### src/rtl/psr_pkg.sv
package psr_pkg;
  localparam int SR_W = 16;
  localparam int BIT_C = 0;
  localparam int BIT_Z = 1;
  localparam int BIT_N = 2;
  localparam int BIT_GIE = 3;
  localparam int BIT_CPUOFF = 4;
  localparam int BIT_OSCOFF = 5;
  localparam int BIT_SCG0 = 6;
  localparam int BIT_SCG1 = 7;
  localparam int BIT_V = 8;
  localparam logic [SR_W-1:0] IMPL_MASK = 16'h01FF;

  typedef struct packed {
    logic v;
    logic n;
    logic z;
    logic c;
  } alu_flags_t;
endpackage

### src/rtl/psr_flag_calc.sv
module psr_flag_calc
  import psr_pkg::*;
#(
  parameter int DATA_W = 16
) (
  input  logic              sub,
  input  logic              a_sign,
  input  logic              b_sign,
  input  logic [DATA_W-1:0] res,
  input  logic              cout,
  output alu_flags_t        flags
);
  localparam int MSB = DATA_W - 1;
  logic b_eff;

  // Subtraction adds the inverted second operand, so its sign flips.
  assign b_eff = sub ? ~b_sign : b_sign;

  always_comb begin
    flags.c = cout;
    flags.z = (res == '0);
    flags.n = res[MSB];
    flags.v = (a_sign == b_eff) && (res[MSB] != a_sign);
  end
endmodule

### src/rtl/psr_src_mux.sv
module psr_src_mux
  import psr_pkg::*;
(
  input  logic [SR_W-1:0] cur,
  input  logic            reti_valid,
  input  logic [SR_W-1:0] reti_data,
  input  logic            sw_we,
  input  logic [SR_W-1:0] sw_data,
  input  logic            alu_valid,
  input  alu_flags_t      flags,
  output logic [SR_W-1:0] base
);
  // Priority: restore, then software write, then ALU update, then hold.
  always_comb begin
    base = cur;
    if (reti_valid) begin
      base = reti_data;
      base[BIT_GIE] = 1'b1;
    end else if (sw_we) begin
      base = sw_data;
    end else if (alu_valid) begin
      base[BIT_C] = flags.c;
      base[BIT_Z] = flags.z;
      base[BIT_N] = flags.n;
      base[BIT_V] = flags.v;
    end
    base = base & IMPL_MASK;
  end
endmodule

### src/rtl/psr_entry_ovr.sv
module psr_entry_ovr
  import psr_pkg::*;
(
  input  logic [SR_W-1:0] base,
  input  logic            gie_now,
  input  logic            irq_take,
  input  logic            irq_ext,
  output logic [SR_W-1:0] nxt
);
  logic accepted;
  assign accepted = irq_take & gie_now;

  // Interrupt entry overrides any other source for the bits it touches.
  always_comb begin
    nxt = base;
    if (accepted) begin
      nxt[BIT_GIE] = 1'b0;
      nxt[BIT_CPUOFF] = 1'b0;
      if (irq_ext) nxt[BIT_OSCOFF] = 1'b0;
    end
  end
endmodule

### src/rtl/cpu_status_reg.sv
module cpu_status_reg
  import psr_pkg::*;
#(
  parameter int DATA_W = 16
) (
  input  logic              clk,
  input  logic              rst,
  input  logic              alu_valid,
  input  logic              alu_sub,
  input  logic              alu_a_sign,
  input  logic              alu_b_sign,
  input  logic [DATA_W-1:0] alu_res,
  input  logic              alu_cout,
  input  logic              sw_we,
  input  logic [15:0]       sw_data,
  input  logic              irq_take,
  input  logic              irq_ext,
  input  logic              reti_valid,
  input  logic [15:0]       reti_data,
  output logic [15:0]       sr_q,
  output logic              core_halt,
  output logic              osc_off,
  output logic [1:0]        clk_gen_ctl
);
  logic [SR_W-1:0] sr_r;
  logic [SR_W-1:0] base;
  logic [SR_W-1:0] nxt;
  alu_flags_t      flags;

  psr_flag_calc #(.DATA_W(DATA_W)) u_flags (
    .sub(alu_sub), .a_sign(alu_a_sign), .b_sign(alu_b_sign),
    .res(alu_res), .cout(alu_cout), .flags(flags)
  );

  psr_src_mux u_mux (
    .cur(sr_r), .reti_valid(reti_valid), .reti_data(reti_data),
    .sw_we(sw_we), .sw_data(sw_data), .alu_valid(alu_valid),
    .flags(flags), .base(base)
  );

  psr_entry_ovr u_entry (
    .base(base), .gie_now(sr_r[BIT_GIE]), .irq_take(irq_take),
    .irq_ext(irq_ext), .nxt(nxt)
  );

  always_ff @(posedge clk) begin
    if (rst) sr_r <= '0;
    else     sr_r <= nxt & IMPL_MASK;
  end

  assign sr_q        = sr_r;
  assign core_halt   = sr_r[BIT_CPUOFF];
  assign osc_off     = sr_r[BIT_OSCOFF];
  assign clk_gen_ctl = {sr_r[BIT_SCG1], sr_r[BIT_SCG0]};
endmodule

### config.mk
export PLATFORM = sky130hd
export DESIGN_NAME = cpu_status_reg
export DESIGN_NICKNAME = d
export VERILOG_FILES = /design/src/rtl/psr_pkg.sv /design/src/rtl/psr_flag_calc.sv /design/src/rtl/psr_src_mux.sv /design/src/rtl/psr_entry_ovr.sv /design/src/rtl/cpu_status_reg.sv
export SDC_FILE = /design/constraint.sdc
export NUM_CORES = 1
export LEC_CHECK = 0
export BUFFER_PORTS_ARGS = -buffer_cell sky130_fd_sc_hd__clkbuf_2
export CAP_MARGIN = 10
export CORE_UTILIZATION = 34
export DETAILED_ROUTE_END_ITERATION = 6
export PLACE_DENSITY = 0.8
export SLEW_MARGIN = 20
export SYNTH_ARGS = -nofsm -noshare
export SYNTH_HDL_FRONTEND = slang
export SYNTH_SLANG_ARGS = --single-unit
### constraint.sdc
create_clock -name clk -period 2.28 [get_ports clk]
set_input_delay 0.228 -clock clk [delete_from_list [all_inputs] [get_ports clk]]
set_output_delay 0.228 -clock clk [all_outputs]
set_load 0.02 [all_outputs]
==> flow_metrics.tcl, run 1 <==
set metrics [dict create \
    clk_latency_ns 0.25 \
    grt_overflow 0 \
    clock_path_buffers 2 \
    worstSetupPathType "in2reg" \
    cts_resized 0 \
    final_cell_mix "clkbuf_2 (56), mux2i_1 (11), nor2_1 (10)" \
    hpwl_um 1200 \
    worstSetupEndpointType "flip-flop" \
    grt_pass1_wl_um 2260 \
    status "complete, no violations" \
    rr_startpoint "sr_q[1]" \
    finalPower_uw 430 \
    arrival_ns 1.36 \
    synth_area_um2 652 \
    hold_violations 0 \
    antenna_cells 0 \
    timing.final.crit_share_pct 52.3 \
    reg2reg_depth 3 \
    die_y_um 45.8 \
    postCtsSetupBuffers 0 \
    slew_viol_final 0 \
    holdPathStages 2 \
    yosysTopAreaCellShare_pct 27.6 \
    placed_area_um2 862 \
    fp.coreArea_mm2 0.00176 \
    ys_seq_area_share_pct 27.6 \
    totalWireLength_um 1460 \
    rsz0062_at_grt "false" \
    wire_per_inst_um 9.59 \
    place_congestion 0.677 \
    largest_reg_flops 9 \
    vias 684 \
    fin_util_pct 50.4 \
    antenna_found_initial 0 \
    postRouteAntennaNets 0 \
    num_rows 15 \
    postSynthAreaPerCell_um2 8.47 \
    fmax_mhz 839 \
    port_buffers 56 \
    yosysUniqueCellTypes 24 \
    vdd.ir_drop.worst_v 0.000309 \
    yosys.area.top_type "dfxtp_1" \
    cts-root-buf "clkbuf_4" \
    crit_path_max_fanout 1 \
    grt_max_degree 19 \
    setup_tns_ns 0 \
    synthTopCellsByArea "dfxtp_1 (28%), buf_4 (17%), mux2i_1 (17%)" \
    start_util_pct 37.0 \
    viasPerCell 4.50 \
    mostFrequentLayoutCell "clkbuf_2" \
    clock_sinks 9 \
    setup_viol 0 \
    die_x_um 45.8 \
    cts_max_level 1 \
    route.detailed.drc 0 \
    layout.nets 187 \
    die-area_mm2 0.00210 \
    r2r_setup_slack_ns 1.37 \
    synth-seq-cells 9 \
    hold_buffers 0 \
    design_area_um2 888 \
    required_ns 2.45 \
    p_per_area_mw_per_mm2 484 \
    drive_gt1_share_pct 48.8 \
    yosysWarnings 0 \
    track_usage_pct 14.5 \
    firstDrtPassIters 4 \
    reg2reg_to "sr_q[1]" \
    num_io_pins 79 \
    grt_pass1_vias 589 \
    syn-instance-count 77 \
    drv_cap 0 \
    cts_tree "yes" \
    cts.reportedPaths.clkPinSlew_ns 0.06 \
    hold_end "sr_q[5]" \
    holdCritPathClass "in2reg" \
    hp-start "irq_ext" \
    start_kind "primary input" \
    p_leak_nw 0.482 \
    drt_iter0_markers 5 \
    cp-startpoint "alu_res[1]" \
    cts_buffers 3 \
    period_needed_ns 1.19 \
    area_delta_synth_final_pct 36.3 \
    finClkSkew_ns 0.0000309 \
]
[layer usage]
| metal | GRT usage, % | vias up | share of wire, % | wire (um) |
|---|---|---|---|---|
| li1 | - | 354 | - | - |
| met1 | 16.8 | 293 | 41 | 602 |
| met2 | 26.3 | 37 | 50 | 731 |
| met3 | 2.78 | 0 | 8.6 | 125 |
| met4 | 5.29 | 0 | 0 | 0 |
| met5 | 0 | - | 0 | 0 |
[cell usage after synthesis (all sizes together)]
master	n
a21oi	5
nor3b	1
nand4	1
nor2	10
or4	1
a221oi	2
o21ai	3
nand2	2
conb	1
and3	1
nor4	3
o22ai	1
buf	16
inv	2
nand2b	2
nor3	2
dfxtp	9
xor2	1
mux2i	11
a311oi	1
a211oi	2
[final cells by class]
| type | instances | area, um2 |
|---|---|---|
| Fill cell | 211 | 876 |
| Multi-Input combinational cell | 56 | 363 |
| Timing Repair Buffer | 56 | 280 |
| Sequential cell | 9 | 180 |
| Tap cell | 25 | 31.3 |
| Clock buffer | 4 | 26.3 |
| Inverter | 2 | 7.51 |
[worst max-delay path, cell delays in order]
cell and delay (ns):
clkbuf_2 0.08, or4_4 0.52, nor4_2 0.15, nand4_1 0.15, a221oi_2 0.24
[power breakdown]
part	switching, mW	internal [mW]
Sequential	0.00789	0.169
Combinational	0.0742	0.0594
Clock	0.0522	0.0672
[through the flow]
step           setup WS, ns  hold WS (ns)  std cells
2_1_floorplan         0.972         0.328         83
3_3_place_gp          0.802         0.441        148
3_5_place_dp          0.823         0.446        148
4_1_cts                1.09         0.168        152
5_1_grt                1.04         0.168        152
6_report               1.09         0.178        152
[worst max-delay path by stage]
stage	to	slack, ns	cells after the start
3_5_place_dp	sr_q[1]	0.82	5
6_report	sr_q[1]	1.09	5
2_1_floorplan	sr_q[1]	0.97	4
4_1_cts	sr_q[1]	1.09	5
5_1_grt	sr_q[1]	1.04	5
3_3_place_gp	sr_q[1]	0.80	5
[logic make-up after synthesis]
logic type	count (synthesis)	share of synthesized area [%]
buffers and inverters	18	20.2
other	1	0.575
AO/OA/AOI/OAI	14	14.4
XOR/XNOR	1	1.34
multiplexers	11	16.9
AND/OR/NAND/NOR	23	19.0
flip-flops	9	27.6
No activity file was read; power rests on OpenSTA's default activity.
==> run 2: changes to the inputs <==
--- a/config.mk
+++ b/config.mk
@@ -7,9 +7,9 @@
 export LEC_CHECK = 0
 export BUFFER_PORTS_ARGS = -buffer_cell sky130_fd_sc_hd__clkbuf_2
 export CAP_MARGIN = 10
-export CORE_UTILIZATION = 34
+export CORE_UTILIZATION = 32
 export DETAILED_ROUTE_END_ITERATION = 6
-export PLACE_DENSITY = 0.8
+export PLACE_DENSITY = 0.76
 export SLEW_MARGIN = 20
 export SYNTH_ARGS = -nofsm -noshare
 export SYNTH_HDL_FRONTEND = slang
==> constraint.sdc (replaced) <==
create_clock -name clk -period 1.2 [get_ports clk]
set_input_delay 0.12 -clock clk [delete_from_list [all_inputs] [get_ports clk]]
set_output_delay 0.12 -clock clk [all_outputs]
set_load 0.02 [all_outputs]
==> run 2 against run 1 <==
Net effect:
- design area increased by 3.4%
- first-iteration DRC count increased by 60%
- combinational power increased by 98%
- critical path depth unchanged
- critical endpoint unchanged
- largest cell class unchanged
- sequential power increased by 90%
- setup slack got worse by 0.97 ns
- sequential share of layout area decreased by 0.66 points
- critical path type unchanged
- largest power group unchanged
- sequential cell count unchanged
- clock skew about the same
==> flow_metrics.tcl, run 2 (synthesis gave the netlist of run 1 again) <==
set metrics [dict create \
    clock_sinks 9 \
    drive_gt1_share_pct 50.4 \
    p_leak_nw 0.502 \
    status "complete, no violations" \
    largest_reg_flops 9 \
    power.switching_uw 259 \
    clock_path_buffers 2 \
    start_kind "primary input" \
    p_clk_share_pct 27.4 \
    worstSetupPathType "in2reg" \
    worstSetupEndpointType "flip-flop" \
    path_cells "clkbuf_2, or4_4, nor4_2, nand4_1, a221oi_2" \
    die-area_mm2 0.00222 \
    grt_pass1_vias 555 \
    clk_latency_ns 0.25 \
    grt_max_degree 11 \
    totalWireLength_um 1520 \
    finClkSkew_ns 0.0000756 \
    cts_tree "yes" \
    cts_resized 0 \
    dp.cells 152 \
    final_cell_mix "clkbuf_2 (56), mux2i_1 (11), nor2_1 (10)" \
    antenna_cells 0 \
    arrival_ns 1.25 \
    period_needed_ns 1.08 \
    hpwl_um 1290 \
    route.met3.wl_um 136 \
    wire_per_inst_um 9.72 \
    met2_length_um 695 \
    r2r_setup_slack_ns 0.31 \
    num_io_pins 79 \
    crit_path_max_fanout 1 \
    drv_cap 0 \
    start_util_pct 35.8 \
    postCtsSetupBuffers 0 \
    setup_viol 0 \
    worst_path_dominant_cell_family "simple AND/OR/NAND/NOR gates" \
    reg2reg_depth 3 \
    grt_overflow 0 \
    cts_buffers 3 \
    final_cells 156 \
    cts_max_level 1 \
    design_area_um2 918 \
    viasPerCell 4.51 \
    crit_slowest_cell "or4_4" \
    fp.coreArea_mm2 0.00182 \
    p_sw_share_pct 31.2 \
    mostFrequentLayoutCell "clkbuf_2" \
    n_fill_cell 182 \
    pwr-share-seq_pct 40.6 \
    hold_buffers 0 \
    wl_met1_um 676 \
    regArea_um2 180 \
    fmax_mhz 923 \
    holdCritPathClass "in2reg" \
    required_ns 1.37 \
    hold_end "sr_q[5]" \
    rr_startpoint "sr_q[1]" \
    drt_iter0_markers 8 \
    area_delta_synth_final_pct 40.9 \
    rsz0062_at_grt "false" \
    p_per_area_mw_per_mm2 902 \
    vias 704 \
    timing.final.crit_share_pct 90.2 \
    routed.top_layer "met4" \
    layout.nets 191 \
    cts.reportedPaths.clkPinSlew_ns 0.06 \
    die_y_um 47.1 \
    postRouteAntennaNets 0 \
    holdPathStages 2 \
    hold_violations 0 \
    intPower_uw 570 \
    hp-start "irq_ext" \
    comb_power_share_pct 32.0 \
    cts-root-buf "clkbuf_4" \
    num_rows 15 \
    die_x_um 47.1 \
    antenna_found_initial 0 \
    slew_viol_final 0 \
    grt_pass1_wl_um 2140 \
    cp_slowest_stage_delay_ns 0.52 \
    firstDrtPassIters 4 \
    route.detailed.drc 0 \
    port_buffers 56 \
    track_usage_pct 13.8 \
    critPathBufInv 1 \
    vdd.ir_drop.worst_v 0.000538 \
    finalPower_uw 828 \
    place_congestion 0.642 \
    multi_input_area_um2 363 \
    reg2reg_to "sr_q[1]" \
    placed_area_um2 892 \
]
run 2: layer usage:
| metal | GRT usage [%] | vias to the layer above |
|---|---|---|
| met1 | 16.7 | 295 |
| met3 | 2.31 | 2 |
| met4 | 6.86 | 0 |
| met5 | 0 | - |
| met2 | 23.6 | 46 |
| li1 | - | 361 |
run 2: worst max path at each step:
stage | slack [ns] | depth (start not counted) | end | start
6_report | 0.12 | 5 | sr_q[1] | alu_res[1]
3_3_place_gp | -0.12 | 5 | sr_q[1] | alu_res[1]
3_5_place_dp | -0.15 | 5 | sr_q[1] | alu_res[1]
5_1_grt | 0.09 | 5 | sr_q[1] | alu_res[1]
2_1_floorplan | 0.0002 | 4 | sr_q[1] | alu_res[1]
4_1_cts | 0.11 | 5 | sr_q[1] | alu_res[1]
run 2: power groups by stage:
stage | combinational, mW | sequential (mW) | clock (mW)
2_1_floorplan | 0.161 | 0.364 | 0
5_1_grt | 0.293 | 0.338 | 0.261
4_1_cts | 0.269 | 0.336 | 0.235
6_report | 0.265 | 0.336 | 0.227
3_3_place_gp | 0.264 | 0.341 | 0
3_5_place_dp | 0.268 | 0.342 | 0
run 2: cell type report:
class | count | share of cell area (%)
timing repair buffer | 60 | 33.8
multi-input combinational | 56 | 39.5
sequential | 9 | 19.6
tap | 25 | 3.41
inverter | 2 | 0.817
clock buffer | 4 | 2.86
run 2: metrics by stage:
step / setup slack, ns / hold slack, ns / TNS [ns] / util, %
global placement: -0.124 / 0.334 / -0.124 / 49.0
floorplan: 0.000198 / 0.220 / 0 / -
CTS: 0.113 / 0.0665 / 0 / 50.4
global route: 0.0862 / 0.0782 / 0 / 50.4
detailed placement: -0.148 / 0.334 / -0.148 / 49.0
finish: 0.117 / 0.0723 / 0 / 50.4
==> run 3: changes to the inputs <==
--- a/config.mk
+++ b/config.mk
@@ -7,9 +7,10 @@
 export LEC_CHECK = 0
 export BUFFER_PORTS_ARGS = -buffer_cell sky130_fd_sc_hd__clkbuf_2
 export CAP_MARGIN = 10
-export CORE_UTILIZATION = 32
+export CORE_ASPECT_RATIO = 1.4
+export CORE_UTILIZATION = 29
 export DETAILED_ROUTE_END_ITERATION = 6
-export PLACE_DENSITY = 0.76
+export PLACE_DENSITY = 0.72
 export SLEW_MARGIN = 20
 export SYNTH_ARGS = -nofsm -noshare
 export SYNTH_HDL_FRONTEND = slang
==> constraint.sdc (replaced) <==
create_clock -name clk -period 0.9 [get_ports clk]
set_input_delay 0.09 -clock clk [delete_from_list [all_inputs] [get_ports clk]]
set_output_delay 0.09 -clock clk [all_outputs]
set_load 0.02 [all_outputs]
==> run 3 against run 2 <==
Net effect:
- the run now ends with setup timing left
- count of clock-buffer cells in the layout is 1 lower
- global-route usage is 0.46 points lower
- combinational power is 48% higher
- design area is 8.2% higher
- total power is 39% higher
- critical path depth stayed put
- wire length is 15% higher
- sequential share of layout area is 0.98 points lower
- register-to-register slack worse by 0.32 ns
- largest power group unchanged
==> flow_metrics.tcl, run 3 (synthesis gave the netlist of run 1 again) <==
set metrics [dict create \
    mostFrequentLayoutCell "clkbuf_2" \
    cp-startpoint "alu_res[1]" \
    route.detailed.drc 0 \
    fp.coreArea_mm2 0.00204 \
    postCtsSetupBuffers 0 \
    n_fill_cell 202 \
    grt_pass1_vias 633 \
    cts_tree "yes" \
    worstSetupPathType "in2reg" \
    drive_gt1_share_pct 56.9 \
    period_needed_ns 1.01 \
    cts_max_level 1 \
    finClkSkew_ns 0.00423 \
    holdPathStages 2 \
    rsz0062_at_grt "true" \
    crit_slowest_cell "or4_4" \
    grt_pass1_wl_um 2530 \
    rr_startpoint "sr_q[1]" \
    violations "setup timing" \
    p_per_area_mw_per_mm2 1160 \
    setup_viol 1 \
    drv_cap 0 \
    hold_buffers 0 \
    r2r_setup_slack_ns -0.01 \
    path_cells "clkbuf_2, or4_4, nor4_4, nand4_1, a221oi_2" \
    vias 734 \
    final_cell_mix "clkbuf_2 (49), buf_4 (14), mux2i_1 (11)" \
    arrival_ns 1.18 \
    fin_worst_hold_slack_ns 0.0300 \
    viasPerCell 4.65 \
    hp-start "irq_ext" \
    worstSetupEndpointType "flip-flop" \
    track_usage_pct 13.4 \
    status "finished with violations" \
    dp_slack_ns -0.388 \
    totalWireLength_um 1740 \
    die-area_mm2 0.00244 \
    clock_path_buffers 2 \
    grt_max_degree 11 \
    grt_overflow 0 \
    reg2reg_depth 3 \
    start_util_pct 31.9 \
    drt_iter0_markers 9 \
    antenna_cells 0 \
    num_io_pins 79 \
    slew_viol_final 0 \
    clock_sinks 9 \
    postLayoutSetupSlackWorst_ns -0.112 \
    antenna_found_initial 0 \
    cp_slowest_stage_delay_ns 0.53 \
    port_buffers 56 \
    cts.reportedPaths.clkPinSlew_ns 0.06 \
    crit_path_max_fanout 1 \
    cts-root-buf "clkbuf_4" \
    fmax_mhz 988 \
    final_cells 158 \
    required_ns 1.07 \
    hold_violations 0 \
    num_rows 19 \
    layout.nets 197 \
    firstDrtPassIters 4 \
    hold_end "sr_q[5]" \
    die_x_um 42.1 \
    p_leak_nw 0.541 \
    clk_latency_ns 0.26 \
    largest_reg_flops 9 \
    holdCritPathClass "in2reg" \
    finalPower_mw 1.15 \
    vdd.ir_drop.worst_v 0.000571 \
    hpwl_um 1490 \
    area_delta_synth_final_pct 52.4 \
    setup_tns_ns -0.112 \
    cts_buffers 3 \
    timing.final.crit_share_pct 112 \
    wire_per_inst_um 11.0 \
    start_kind "primary input" \
    reg2reg_to "sr_q[1]" \
    postRouteAntennaNets 0 \
    dp.cells 154 \
    die_y_um 58.1 \
    place_congestion 0.693 \
]
-- run 3: worst max path at each step --
| stage | to | slack, ns | depth (start not counted) |
|---|---|---|---|
| finish | sr_q[1] | -0.11 | 5 |
| global route | sr_q[1] | -0.16 | 5 |
| CTS | sr_q[1] | -0.11 | 5 |
| detailed placement | sr_q[1] | -0.39 | 5 |
| global placement | sr_q[1] | -0.37 | 5 |
| floorplan | sr_q[1] | -0.24 | 4 |
-- run 3: worst max-delay path, delay by kind of cell --
kind,cells,cell delay (ns)
buf+inv,1,0.08
compound gates,1,0.22
simple gates,3,0.79
-- run 3: what timing repair did --
item                       CTS  global route
setup endpoints to repair    5             8
gates resized for setup      5            10
cloned                       0             0
pin swaps                    1             1
-- run 3: layout make-up --
cell class	instances	area, um2	area share (%)
flip-flops and latches	9	185	18.6
multi-input cells	56	377	37.9
well taps	21	26.3	2.64
clock buffers	3	22.5	2.27
clock inverters	1	5.00	0.504
repair buffers	66	370	37.3
inverters	2	7.51	0.756
-- run 3: where the power goes --
part	switching, mW	internal [mW]	total [mW]
registers	0.0217	0.431	0.452
clock network	0.141	0.164	0.305
logic	0.204	0.189	0.393
-- run 3: per-layer routing --
| metal | up-vias | wire [um] | GRT usage (%) |
|---|---|---|---|
| li1 | 378 | - | - |
| met1 | 316 | 636 | 13.5 |
| met2 | 40 | 926 | 25.9 |
| met3 | 0 | 176 | 4.05 |
| met4 | 0 | 0 | 4.02 |
| met5 | - | 0 | 0 |
-- run 3: per-stage QoR --
stage / utilization (%) / cell area, um2
after floorplan: - / 681
after global placement: 45.9 / 938
after detailed placement: 45.9 / 938
after CTS: 47.7 / 976
after global routing: 48.6 / 993
final: 48.6 / 993
